`src/rtl/sched_pkg.sv`:
```
// Package: shared types of the stream issue scheduler.
// Assumes: imported by the top module only.
package sched_pkg;

    // Source that drives the memory request port in a cycle.
    typedef enum logic [1:0] {
        PORT_IDLE       = 2'd0,
        PORT_FROM_POOL  = 2'd1,
        PORT_FROM_ISSUE = 2'd2
    } port_src_e;

endpackage

```
`src/rtl/stream_state.sv`:
```
// Module: stream_state
// Holds the per-stream context bits (active, stalled) and the count of
// reserved memory slots, and derives one ready bit per stream.
// Assumes: at most one activity change, one stall change, one reservation
// and one release per cycle; releases only target streams holding slots.
module stream_state #(
    parameter int N       = 128,
    parameter int MAX_OUT = 8,
    localparam int SID_W  = $clog2(N),
    localparam int CNT_W  = $clog2(MAX_OUT + 1)
) (
    input  logic             clk,
    input  logic             rst_n,
    input  logic             act_valid,
    input  logic [SID_W-1:0] act_id,
    input  logic             act_on,
    input  logic             stall_valid,
    input  logic [SID_W-1:0] stall_id,
    input  logic             stall_on,
    input  logic             rsv_valid,
    input  logic [SID_W-1:0] rsv_id,
    input  logic             rel_valid,
    input  logic [SID_W-1:0] rel_id,
    output logic [N-1:0]     ready
);

    for (genvar g = 0; g < N; g++) begin : g_stream
        logic             active;
        logic             stalled;
        logic [CNT_W-1:0] slots;
        logic             rsv_hit;
        logic             rel_hit;

        assign rsv_hit = rsv_valid && (rsv_id == SID_W'(g));
        assign rel_hit = rel_valid && (rel_id == SID_W'(g));

        // Activity bit: set or cleared by the control port.
        always_ff @(posedge clk) begin
            if (!rst_n) begin
                active <= 1'b0;
            end else if (act_valid && (act_id == SID_W'(g))) begin
                active <= act_on;
            end
        end

        // Stall mark: set while the stream waits on memory.
        always_ff @(posedge clk) begin
            if (!rst_n) begin
                stalled <= 1'b0;
            end else if (stall_valid && (stall_id == SID_W'(g))) begin
                stalled <= stall_on;
            end
        end

        // Reserved slot count: up on reservation, down on release, both cancel.
        always_ff @(posedge clk) begin
            if (!rst_n) begin
                slots <= '0;
            end else begin
                case ({rsv_hit, rel_hit})
                    2'b10:   slots <= slots + 1'b1;
                    2'b01:   if (slots != '0) slots <= slots - 1'b1;
                    default: slots <= slots;
                endcase
            end
        end

        // Ready when active, unstalled and below the slot cap.
        assign ready[g] = active && !stalled && (slots < CNT_W'(MAX_OUT));
    end

endmodule

```
`src/rtl/rr_picker.sv`:
```
// Module: rr_picker
// Rotating-priority selector: picks the lowest requesting index above the
// last grant, otherwise the lowest requesting index overall.
// Assumes: purely combinational; the caller registers the last grant.
module rr_picker #(
    parameter int N      = 128,
    localparam int SID_W = $clog2(N)
) (
    input  logic [N-1:0]     req,
    input  logic [SID_W-1:0] last,
    output logic             grant_valid,
    output logic [SID_W-1:0] grant_id
);

    logic             above_found;
    logic [SID_W-1:0] above_id;
    logic             any_found;
    logic [SID_W-1:0] any_id;

    // Scan downward so the last hit kept is the lowest index in each set.
    always_comb begin
        above_found = 1'b0;
        above_id    = '0;
        any_found   = 1'b0;
        any_id      = '0;
        for (int i = N - 1; i >= 0; i--) begin
            if (req[i]) begin
                any_found = 1'b1;
                any_id    = SID_W'(i);
                if (SID_W'(i) > last) begin
                    above_found = 1'b1;
                    above_id    = SID_W'(i);
                end
            end
        end
        grant_valid = any_found;
        grant_id    = above_found ? above_id : any_id;
    end

endmodule

```
`src/rtl/retry_pool.sv`:
```
// Module: retry_pool
// First-in first-out store for rejected memory references.
// Assumes: the caller never pushes while full; a pop on empty is ignored.
module retry_pool #(
    parameter int DEPTH  = 16,
    parameter int W      = 40,
    localparam int PTR_W = $clog2(DEPTH),
    localparam int CNT_W = $clog2(DEPTH + 1)
) (
    input  logic         clk,
    input  logic         rst_n,
    input  logic         push,
    input  logic [W-1:0] din,
    input  logic         pop,
    output logic [W-1:0] dout,
    output logic         empty,
    output logic         full
);

    logic [W-1:0]     slots [DEPTH];
    logic [PTR_W-1:0] wr_ptr;
    logic [PTR_W-1:0] rd_ptr;
    logic [CNT_W-1:0] fill;
    logic             do_push;
    logic             do_pop;

    assign empty   = (fill == '0);
    assign full    = (fill == CNT_W'(DEPTH));
    assign do_push = push && !full;
    assign do_pop  = pop && !empty;
    assign dout    = slots[rd_ptr];

    // Entry storage: written at the tail.
    always_ff @(posedge clk) begin
        if (do_push) begin
            slots[wr_ptr] <= din;
        end
    end

    // Tail pointer with wrap.
    always_ff @(posedge clk) begin
        if (!rst_n) begin
            wr_ptr <= '0;
        end else if (do_push) begin
            wr_ptr <= (wr_ptr == PTR_W'(DEPTH - 1)) ? '0 : wr_ptr + 1'b1;
        end
    end

    // Head pointer with wrap.
    always_ff @(posedge clk) begin
        if (!rst_n) begin
            rd_ptr <= '0;
        end else if (do_pop) begin
            rd_ptr <= (rd_ptr == PTR_W'(DEPTH - 1)) ? '0 : rd_ptr + 1'b1;
        end
    end

    // Occupancy: push and pop together leave it unchanged.
    always_ff @(posedge clk) begin
        if (!rst_n) begin
            fill <= '0;
        end else begin
            case ({do_push, do_pop})
                2'b10:   fill <= fill + 1'b1;
                2'b01:   fill <= fill - 1'b1;
                default: fill <= fill;
            endcase
        end
    end

endmodule

```
`src/rtl/stream_issue_sched.sv`:
```
// Module: stream_issue_sched (top)
// Chooses one ready stream per cycle in rotating order, reserves a memory
// slot for it when its operation is a memory reference, presents references
// to memory with the retry pool first, and parks rejected references.
// Assumes: op_* describe the operation of the stream shown on issue_id in
// the same cycle; mem_accept answers the presented request combinationally.
module stream_issue_sched
    import sched_pkg::*;
#(
    parameter int NUM_STREAMS     = 128,
    parameter int MAX_OUTSTANDING = 8,
    parameter int POOL_DEPTH      = 16,
    parameter int ADDR_W          = 32,
    localparam int SID_W          = $clog2(NUM_STREAMS),
    localparam int ENTRY_W        = SID_W + ADDR_W + 1
) (
    input  logic              clk,
    input  logic              rst_n,
    input  logic              ctl_act_valid,
    input  logic [SID_W-1:0]  ctl_act_id,
    input  logic              ctl_act_on,
    input  logic              ctl_stall_valid,
    input  logic [SID_W-1:0]  ctl_stall_id,
    input  logic              ctl_stall_on,
    input  logic              op_is_mem,
    input  logic [ADDR_W-1:0] op_addr,
    input  logic              op_write,
    output logic              issue_valid,
    output logic [SID_W-1:0]  issue_id,
    output logic              mem_req_valid,
    output logic [SID_W-1:0]  mem_req_id,
    output logic [ADDR_W-1:0] mem_req_addr,
    output logic              mem_req_write,
    input  logic              mem_accept,
    input  logic              cpl_valid,
    input  logic [SID_W-1:0]  cpl_id
);

    logic [NUM_STREAMS-1:0] ready_vec;
    logic                   pick_valid;
    logic [SID_W-1:0]       pick_id;
    logic [SID_W-1:0]       last_id;
    logic                   new_mem;
    logic                   pool_push;
    logic                   pool_pop;
    logic                   pool_empty;
    logic                   pool_full;
    logic [ENTRY_W-1:0]     pool_din;
    logic [ENTRY_W-1:0]     pool_dout;
    logic [SID_W-1:0]       head_id;
    logic [ADDR_W-1:0]      head_addr;
    logic                   head_write;
    port_src_e              port_src;

    stream_state #(
        .N       (NUM_STREAMS),
        .MAX_OUT (MAX_OUTSTANDING)
    ) u_state (
        .clk         (clk),
        .rst_n       (rst_n),
        .act_valid   (ctl_act_valid),
        .act_id      (ctl_act_id),
        .act_on      (ctl_act_on),
        .stall_valid (ctl_stall_valid),
        .stall_id    (ctl_stall_id),
        .stall_on    (ctl_stall_on),
        .rsv_valid   (new_mem),
        .rsv_id      (issue_id),
        .rel_valid   (cpl_valid),
        .rel_id      (cpl_id),
        .ready       (ready_vec)
    );

    rr_picker #(
        .N (NUM_STREAMS)
    ) u_pick (
        .req         (ready_vec),
        .last        (last_id),
        .grant_valid (pick_valid),
        .grant_id    (pick_id)
    );

    retry_pool #(
        .DEPTH (POOL_DEPTH),
        .W     (ENTRY_W)
    ) u_pool (
        .clk   (clk),
        .rst_n (rst_n),
        .push  (pool_push),
        .din   (pool_din),
        .pop   (pool_pop),
        .dout  (pool_dout),
        .empty (pool_empty),
        .full  (pool_full)
    );

    // Issue gate: a memory operation cannot issue while the pool is full.
    always_comb begin
        issue_valid = pick_valid && !(op_is_mem && pool_full);
        issue_id    = pick_id;
        new_mem     = issue_valid && op_is_mem;
    end

    // Rotation point: remember the stream issued last.
    always_ff @(posedge clk) begin
        if (!rst_n) begin
            last_id <= SID_W'(NUM_STREAMS - 1);
        end else if (issue_valid) begin
            last_id <= issue_id;
        end
    end

    // Pool entry layout: stream, address, direction.
    assign pool_din = {issue_id, op_addr, op_write};
    assign {head_id, head_addr, head_write} = pool_dout;

    // Port source: the pool head wins over a fresh reference.
    always_comb begin
        port_src = PORT_IDLE;
        if (!pool_empty) begin
            port_src = PORT_FROM_POOL;
        end else if (new_mem) begin
            port_src = PORT_FROM_ISSUE;
        end
    end

    // Memory request fields from the selected source.
    always_comb begin
        mem_req_valid = 1'b0;
        mem_req_id    = issue_id;
        mem_req_addr  = op_addr;
        mem_req_write = op_write;
        case (port_src)
            PORT_FROM_POOL: begin
                mem_req_valid = 1'b1;
                mem_req_id    = head_id;
                mem_req_addr  = head_addr;
                mem_req_write = head_write;
            end
            PORT_FROM_ISSUE: begin
                mem_req_valid = 1'b1;
            end
            default: begin
                mem_req_valid = 1'b0;
            end
        endcase
    end

    // Pool traffic: pop an accepted head, park a fresh reference that was
    // rejected or that had to wait behind the pool.
    always_comb begin
        pool_pop  = (port_src == PORT_FROM_POOL) && mem_accept;
        pool_push = new_mem && ((port_src == PORT_FROM_POOL) || !mem_accept);
    end

endmodule

```
`config.mk`:
```
export PLATFORM = sky130hd
export DESIGN_NAME = stream_issue_sched
export DESIGN_NICKNAME = d
export VERILOG_FILES = /design/src/rtl/sched_pkg.sv /design/src/rtl/stream_state.sv /design/src/rtl/rr_picker.sv /design/src/rtl/retry_pool.sv /design/src/rtl/stream_issue_sched.sv
export SDC_FILE = /design/constraint.sdc
export NUM_CORES = 2
export LEC_CHECK = 0
export CORE_UTILIZATION = 50
export DETAILED_ROUTE_END_ITERATION = 12
export GPL_TIMING_DRIVEN = 0
export PLACE_DENSITY = 0.7
export SETUP_SLACK_MARGIN = 0.2
export SLEW_MARGIN = 30
export SYNTH_ARGS = -nofsm -noshare
export SYNTH_HDL_FRONTEND = slang
export SYNTH_HIERARCHICAL = 1
export SYNTH_SLANG_ARGS = --single-unit
export TNS_END_PERCENT = 30
```
`constraint.sdc`:
```
create_clock -name clk -period 11.3 [get_ports clk]
set_clock_uncertainty 0.15 [all_clocks]
set_input_delay 1.695 -clock clk [delete_from_list [all_inputs] [get_ports clk]]
set_output_delay 1.695 -clock clk [all_outputs]
set_load 0.03 [all_outputs]
```
# == After elaboration in Yosys (flattened, before gate mapping) ==
# Memory sizes are Yosys's and may differ from the RTL's. A register that Yosys moved wholly into a read port is not among the register bits.
# Index checks and enable logic that the tools add are counted.
# totals
ff_bits,788
ram_bits,640
input_bits,63
output_inout_bits,49
word_cells,4141
mem_count,1
# mem_list
memory,words,width,rd,rd_clocked_by_memory_dff,write_ports,line_no,rtl
u_pool.slots,16,40,1,1,1,retry_pool.sv:20,logic [W-1:0] slots [DEPTH];
# classes
add_sub_neg,260
order_cmp,256
eq_ne,899
muxes,1038
n_reduce_logical,1299
# ops
op,n
2-to-1 mux 7 bit,386
equality test 7 bit (second input constant),256
case mux 4 bit (2 select lines),128
equality test 7 x 6 -> 1 bit (second input constant),128
logical AND 1 bit,775
2-to-1 mux 4 bit,132
adder 4 x 1 -> 4 bit (second input constant),130
less-than comparator 4 bit (second input constant),128
nonzero test 4 bit,128
subtractor 4 x 1 -> 4 bit (second input constant),128
equality test 7 x 5 -> 1 bit (second input constant),64
> comparator 7 bit (first input constant),64
2-to-1 mux 1 bit,388
equality test 2 x 1 -> 1 bit (second input constant),130
equality test 2 bit (second input constant),130
nonzero test 2 bit,129
!= test 2 x 1 -> 1 bit (second input constant),128
AND reduction 2 bit,128
equality test 7 x 4 -> 1 bit (second input constant),32
> comparator 6 x 7 -> 1 bit (first input constant),32
zero test 1 bit,132
equality test 7 x 3 -> 1 bit (second input constant),16
> comparator 5 x 7 -> 1 bit (first input constant),16
equality test 7 x 2 -> 1 bit (second input constant),8
16 further kinds,36

# == Longest topological paths before layout ==
# logic_depth
word_depth,264
ltp_mapped,24
mapped_depth_nobuf,18

# == Modules after synthesis ==
# Netlist, hierarchy kept.
# by_module_without_submodules
mod,n_inst,cells_per_inst,area_per_inst_um2,seq_area_each_um2
stream_state,1,4901,44127.3,15374.7
retry_pool,1,1002,25161.6,19558.8
rr_picker,1,965,5641.7,0.0
stream_issue_sched,1,82,993.5,140.1

# == Worst setup path before layout ==
# Ideal clock, no wire load.
# synth_path
path_kind,input port to flip-flop
start,in op_is_mem
end,"mem u_pool.slots[1][0], enable pin"
setup_ns,0.552
arrival_ns,6.442
required_time_ns,10.598
setup_slack_ns,4.157
cell_stages,5
path_buffers,1
cell_sequence,nand3b_1 -> a21oi_1 -> o21ai_2 -> buf_4 -> nor4b_1
# synth_between
elab_chain_cells,12
# synth_rtl
element,line_no,rtl
"start, declared",stream_issue_sched.sv:25,"input logic op_is_mem,"
logical AND 1 bit,stream_issue_sched.sv:99,issue_valid = pick_valid && !(op_is_mem && pool_full);
zero test 1 bit,stream_issue_sched.sv:99,
logical AND 1 bit,stream_issue_sched.sv:99,
logical AND 1 bit (*),stream_issue_sched.sv:101,new_mem = issue_valid && op_is_mem;
2-to-1 mux 2 bit,stream_issue_sched.sv:122,end else if (new_mem) begin
2-to-1 mux 2 bit,stream_issue_sched.sv:120,if (!pool_empty) begin
equality test 2 x 1 -> 1 bit,stream_issue_sched.sv:153,pool_push = new_mem && ((port_src == PORT_FROM_POOL) || !mem_accept);
logical OR 1 bit,stream_issue_sched.sv:153,
logical AND 1 bit (*),stream_issue_sched.sv:153,
named net pool_push,stream_issue_sched.sv:44,logic pool_push;
logical AND 1 bit (*),retry_pool.sv:29,assign do_push = push && !full;
2-to-1 mux 1 bit (*),retry_pool.sv:35,if (do_push) begin
2-to-1 mux 1 bit (not written as such) (*),retry_pool.sv:36,slots[wr_ptr] <= din;
"end, declared",retry_pool.sv:20,
# The timed path passes the listed nets; every way through them passes the cells marked *.

# == Final worst setup path ==
# layout_path
start,reg last_id[6]
end,out mem_req_id[1]
# layout_between
elab_chain_cells,259
elab_cells_between_ends,642
classes_between,128 x order compare; 514 x mux
# layout_rtl
element,line_no,rtl
"start, declared",stream_issue_sched.sv:42,logic [SID_W-1:0] last_id;
"start signal, assigned",stream_issue_sched.sv:107,last_id <= SID_W'(NUM_STREAMS - 1);
"start signal, assigned",stream_issue_sched.sv:109,last_id <= issue_id;
> comparator 7 bit,rr_picker.sv:30,if (SID_W'(i) > last) begin
2-to-1 mux 7 bit or 2-to-1 mux 1 bit (tied branches),rr_picker.sv:30,
2-to-1 mux 7 bit or 2-to-1 mux 1 bit (tied branches),rr_picker.sv:27,if (req[i]) begin
2-to-1 mux 7 bit or 2-to-1 mux 1 bit (tied branches),rr_picker.sv:30,
2-to-1 mux 7 bit or 2-to-1 mux 1 bit (tied branches),rr_picker.sv:27,
2-to-1 mux 7 bit or 2-to-1 mux 1 bit (tied branches),rr_picker.sv:30,
2-to-1 mux 7 bit or 2-to-1 mux 1 bit (tied branches),rr_picker.sv:27,
2-to-1 mux 7 bit or 2-to-1 mux 1 bit (tied branches),rr_picker.sv:30,
[... 243 more ...],--,
2-to-1 mux 7 bit or 2-to-1 mux 1 bit (tied branches),rr_picker.sv:30,
2-to-1 mux 7 bit or 2-to-1 mux 1 bit (tied branches),rr_picker.sv:27,
2-to-1 mux 7 bit or 2-to-1 mux 1 bit (tied branches),rr_picker.sv:30,
2-to-1 mux 7 bit or 2-to-1 mux 1 bit (tied branches),rr_picker.sv:27,
2-to-1 mux 7 bit or 2-to-1 mux 1 bit (tied branches),rr_picker.sv:30,
2-to-1 mux 7 bit or 2-to-1 mux 1 bit (tied branches),rr_picker.sv:27,
2-to-1 mux 7 bit (*),rr_picker.sv:37,grant_id = above_found ? above_id : any_id;
2-to-1 mux 7 bit (*),stream_issue_sched.sv:133,case (port_src)
"end, declared",stream_issue_sched.sv:31,"output logic [SID_W-1:0] mem_req_id,"
# Mark *: on every way between the ends. The rest lies on a longest branch, timed or not.

==> run_results.csv <==
group,metric,value,unit
status,status,"completed",
power_and_ir_drop,ir_drop,0.153,mV
route,avgRoutedWirePerCell,30.3,µm
final_layout,fin_area,86000,µm²
floorplan,start_util,50.5,%
critical_path,cp_max_fo,19,
cts,htree_levels,4,
global_routing,overflow,0,
yosys,synth_top_family_by_area,"simple AND/OR/NAND/NOR gates",
power_and_ir_drop,p_seq_share,46.3,%
cts,cts_setup_buffers,0,
global_routing,grt_pass1_vias,58238,
yosys,synth_seq_area_share,46.2,%
global_routing,grt_use_total,36.4,%
yosys,synth_edf_count,640,
power_and_ir_drop,internal_power,0.00872,W
sta,period_minus_slack,8420,ps
sta,hold_violations,0,
critical_path,critPathRequiredTime,9460,ps
cts,cts_buffers,152,
yosys,ys_warn_count,6,
yosys,synth_nets,7149,
floorplan,coreArea,150000,µm²
cts,cts_root_buffer,"clkbuf_16",
sta,slew_headroom,21.1,%
yosys,synthXorXnorAreaFrac,3.06,%
final_layout,post-route-util,57.2,%
cts,cts_sinks,1432,
route,viasPerCell,6.65,
cts,max-clock-path-buffers,3,
sta,fmaxAchievable,119,MHz
floorplan,die_height,392,µm
global_routing,antenna_found_initial,11,
route,antenna_left,0,
power_and_ir_drop,sw_frac_of_total,26.0,%
yosys,syn_area,75900,µm²
cts,tritoncts,"yes",
floorplan,fp.dieW,392,µm
sta,fin_crit_sh,74.5,%
critical_path,rr_startpoint,"u_state/g_stream[62].slots[3]",
cts,cts_resized,0,
final_layout,area_delta_synth_final,13.3,%
route,drc,0,
final_layout,drive_gt1_share,12.4,%
route,vias,62730,
final_layout,nets,7499,
placed_design,io_buffers,107,
sta,rsz0062_at_grt,"false",
power_and_ir_drop,pwr-share-clk,43.7,%
placed_design,gp_congestion,1.06,
floorplan,dieArea,153000,µm²
placed_design,place_area,80800,µm²
worst_hold_path,min_path_type,"flop to flop",
critical_path,end_kind,"output pin",
critical_path,worst-r2r-setup-slack,3140,ps
critical_path,crit_path_start,"last_id[6]",
worst_hold_path,hold_start,"u_state/g_stream[2].active",
global_routing,grt_max_degree,30,
yosys,async_flop_share,0,%
power_and_ir_drop,powerDensity,137,nW/µm²
critical_path,cp.arrival,6580,ps
cts,clkTransAtPathRegs,60,ps
yosys,synthAdderAreaFrac,2.24,%
yosys,synth_compound_area_share,14.6,%
final_layout,instances_no_fill,9439,
yosys,synth_cell_types,115,
power_and_ir_drop,p_comb_share,10.0,%
sta,slew_violations,0,
power_and_ir_drop,fin_total_pwr,0.0118,W
critical_path,path_class,"flop to output pin",
yosys,yosys.area_share.simple,18.1,%
power_and_ir_drop,leakagePower,30.4,nW
yosys,synth_flop_cell,"dfxtp_1",
sta,finalSetupViolCount,0,
sta,tightest_slew,1180,ps
placed_design,place_inst,9162,
power_and_ir_drop,power_switching,0.00306,W
global_routing,grt_pass1_wl,403,mm
route,drt-pass1-iter-count,6,
flow_run,maxCapViolCount,0,
route,drt-total-wl,286,mm
route,drt-initial-drc-count,7861,
floorplan,ios,112,
yosys,synth-seq-cells,1432,
yosys,synthCells,6950,
cts,clk_latency,810,ps
cts,hold_buffers,0,
placed_design,hpwlAfterDp,208,mm
floorplan,fp-row-count,142,
critical_path,start_kind,"flop",
yosys,avgSynthCellArea,10.9,µm²
yosys,synthMuxAreaShare,12.6,%
[placed cells by master, fill, tap and decap left out, types with 136 or more instances in the layout]
cell type / netlist / routed
a21boi_0: 285 / 284
a21oi_1: 231 / 231
and2_1: 155 / 143
clkbuf_1: 273 / 313
clkbuf_16: 0 / 154
dfxtp_1: 792 / 792
edfxtp_1: 640 / 640
ha_1: 136 / 136
mux2i_1: 435 / 435
mux4_2: 164 / 164
nand2_1: 362 / 362
nand2b_1: 157 / 157
nand4_1: 247 / 247
nor2_1: 280 / 277
nor2b_1: 205 / 205
nor4_1: 172 / 171
o21ai_0: 407 / 406
xnor2_1: 252 / 252
[power by group through the flow]
stage / sequential (W) / combinational, W / clock, W
finish: 0.00545 / 0.00118 / 0.00515
global route: 0.00545 / 0.00120 / 0.00540
CTS: 0.00545 / 0.00113 / 0.00521
detailed placement: 0.00556 / 0.00112 / 0
global placement: 0.00557 / 0.00110 / 0
floorplan: 0.00556 / 0.000604 / 0
[cell families (layout without fill, tap and decap cells)]
kind of cell | count (synthesis) | after routing
AOI/OAI and AO/OA | 1618 | 1618
muxes | 675 | 675
and+or+nand+nor | 2326 | 2326
DFF | 1432 | 1432
adders and majority gates | 136 | 136
other | 0 | 5
buffers and inverters | 498 | 966
xor gates and xnor gates | 265 | 265
[final timing paths]
path,to,depth (start not counted)
max,mem_req_id[1],14
min,u_state/g_stream[2].active,2
max reg2reg,u_state/g_stream[57].slots[2],21
min reg2reg,u_state/g_stream[2].active,2
[flip-flops by register name (all words and copies together), names as in the netlist, named ones only]
| register | count |
|---|---|
| u_state/g_stream.stalled | 128 |
| u_pool/wr_ptr | 4 |
| u_pool/slots | 640 |
| u_pool/rd_ptr | 4 |
| last_id | 7 |
| u_pool/fill | 5 |
| u_state/g_stream.active | 128 |
| u_state/g_stream.slots | 512 |
[cells in the mapped netlist (all sizes together), types with 10 or more instances]
cell type / n / share of area [%]
o21a: 133 / 1.3
and4b: 11 / 0.15
a211o: 125 / 1.4
nand4bb: 14 / 0.23
edfxtp: 640 / 25
or2: 23 / 0.19
nor2b: 205 / 1.7
nand4: 249 / 2.1
mux2i: 435 / 5.7
nor4b: 17 / 0.34
nand4b: 14 / 0.27
nor2: 280 / 1.4
a21o: 13 / 0.13
xnor2: 252 / 2.9
nand2: 363 / 1.8
nor3: 49 / 0.34
or4b: 12 / 0.16
o21ai: 434 / 2.9
a211oi: 17 / 0.17
and3: 15 / 0.12
a31oi: 23 / 0.19
mux2: 40 / 0.78
a21boi: 333 / 3.3
or3b: 10 / 0.12
nor3b: 138 / 1.4
o211ai: 161 / 1.9
buf: 167 / 1.6
clkbuf: 279 / 1.4
o221ai: 11 / 0.13
ha: 136 / 2.2
mux4: 200 / 6.1
o31ai: 16 / 0.16
or4: 132 / 1.3
xor2: 13 / 0.15
or3: 134 / 1.1
inv: 51 / 0.25
nand2b: 157 / 1.3
nor4: 176 / 1.5
dfxtp: 792 / 21
and2: 160 / 1.3
nand3: 125 / 0.84
a22oi: 14 / 0.15
a21oi: 231 / 1.5
[layout make-up]
cell class | count | area, µm²
buffer | 446 | 2240
timing repair buffer | 196 | 1840
fill | 12574 | 64300
antenna | 5 | 12.5
tap | 2016 | 2520
inverter | 52 | 195
clock inverter | 50 | 769
multi-input combinational | 5020 | 39000
sequential | 1432 | 35100
clock buffer | 222 | 4330
[through the flow]
step / hold slack, ps / TNS [ps] / worst slack (ps)
floorplan: 294 / 0 / 4160
finish: 329 / 0 / 2880
CTS: 327 / 0 / 2970
detailed placement: 317 / 0 / 3590
global placement: 305 / -519110 / -3560
global route: 329 / 0 / 2840
[layer usage]
layer / track usage [%] / share of wire, % / wire length [µm]
met3: 8.31 / 10 / 29200
met4: 22.0 / 6.6 / 19000
met5: 0 / 0.0045 / 13
met2: 54.6 / 43 / 124000
met1: 47.8 / 40 / 114000
[critical path, cell delays in order, from the launching register on]
cell and delay [ps]:
dfxtp_1 510, buf_2 350, buf_4 290, buf_2 390, buf_1 550, a41oi_1 140
nor3_1 760, nand2_1 220, nor4_2 300, nand2_1 230, or4_1 580, o21ai_4 400
buf_16 210, mux2_4 160, clkdlybuf4s50_1 670
No activity file was read; power rests on OpenSTA's default activity.
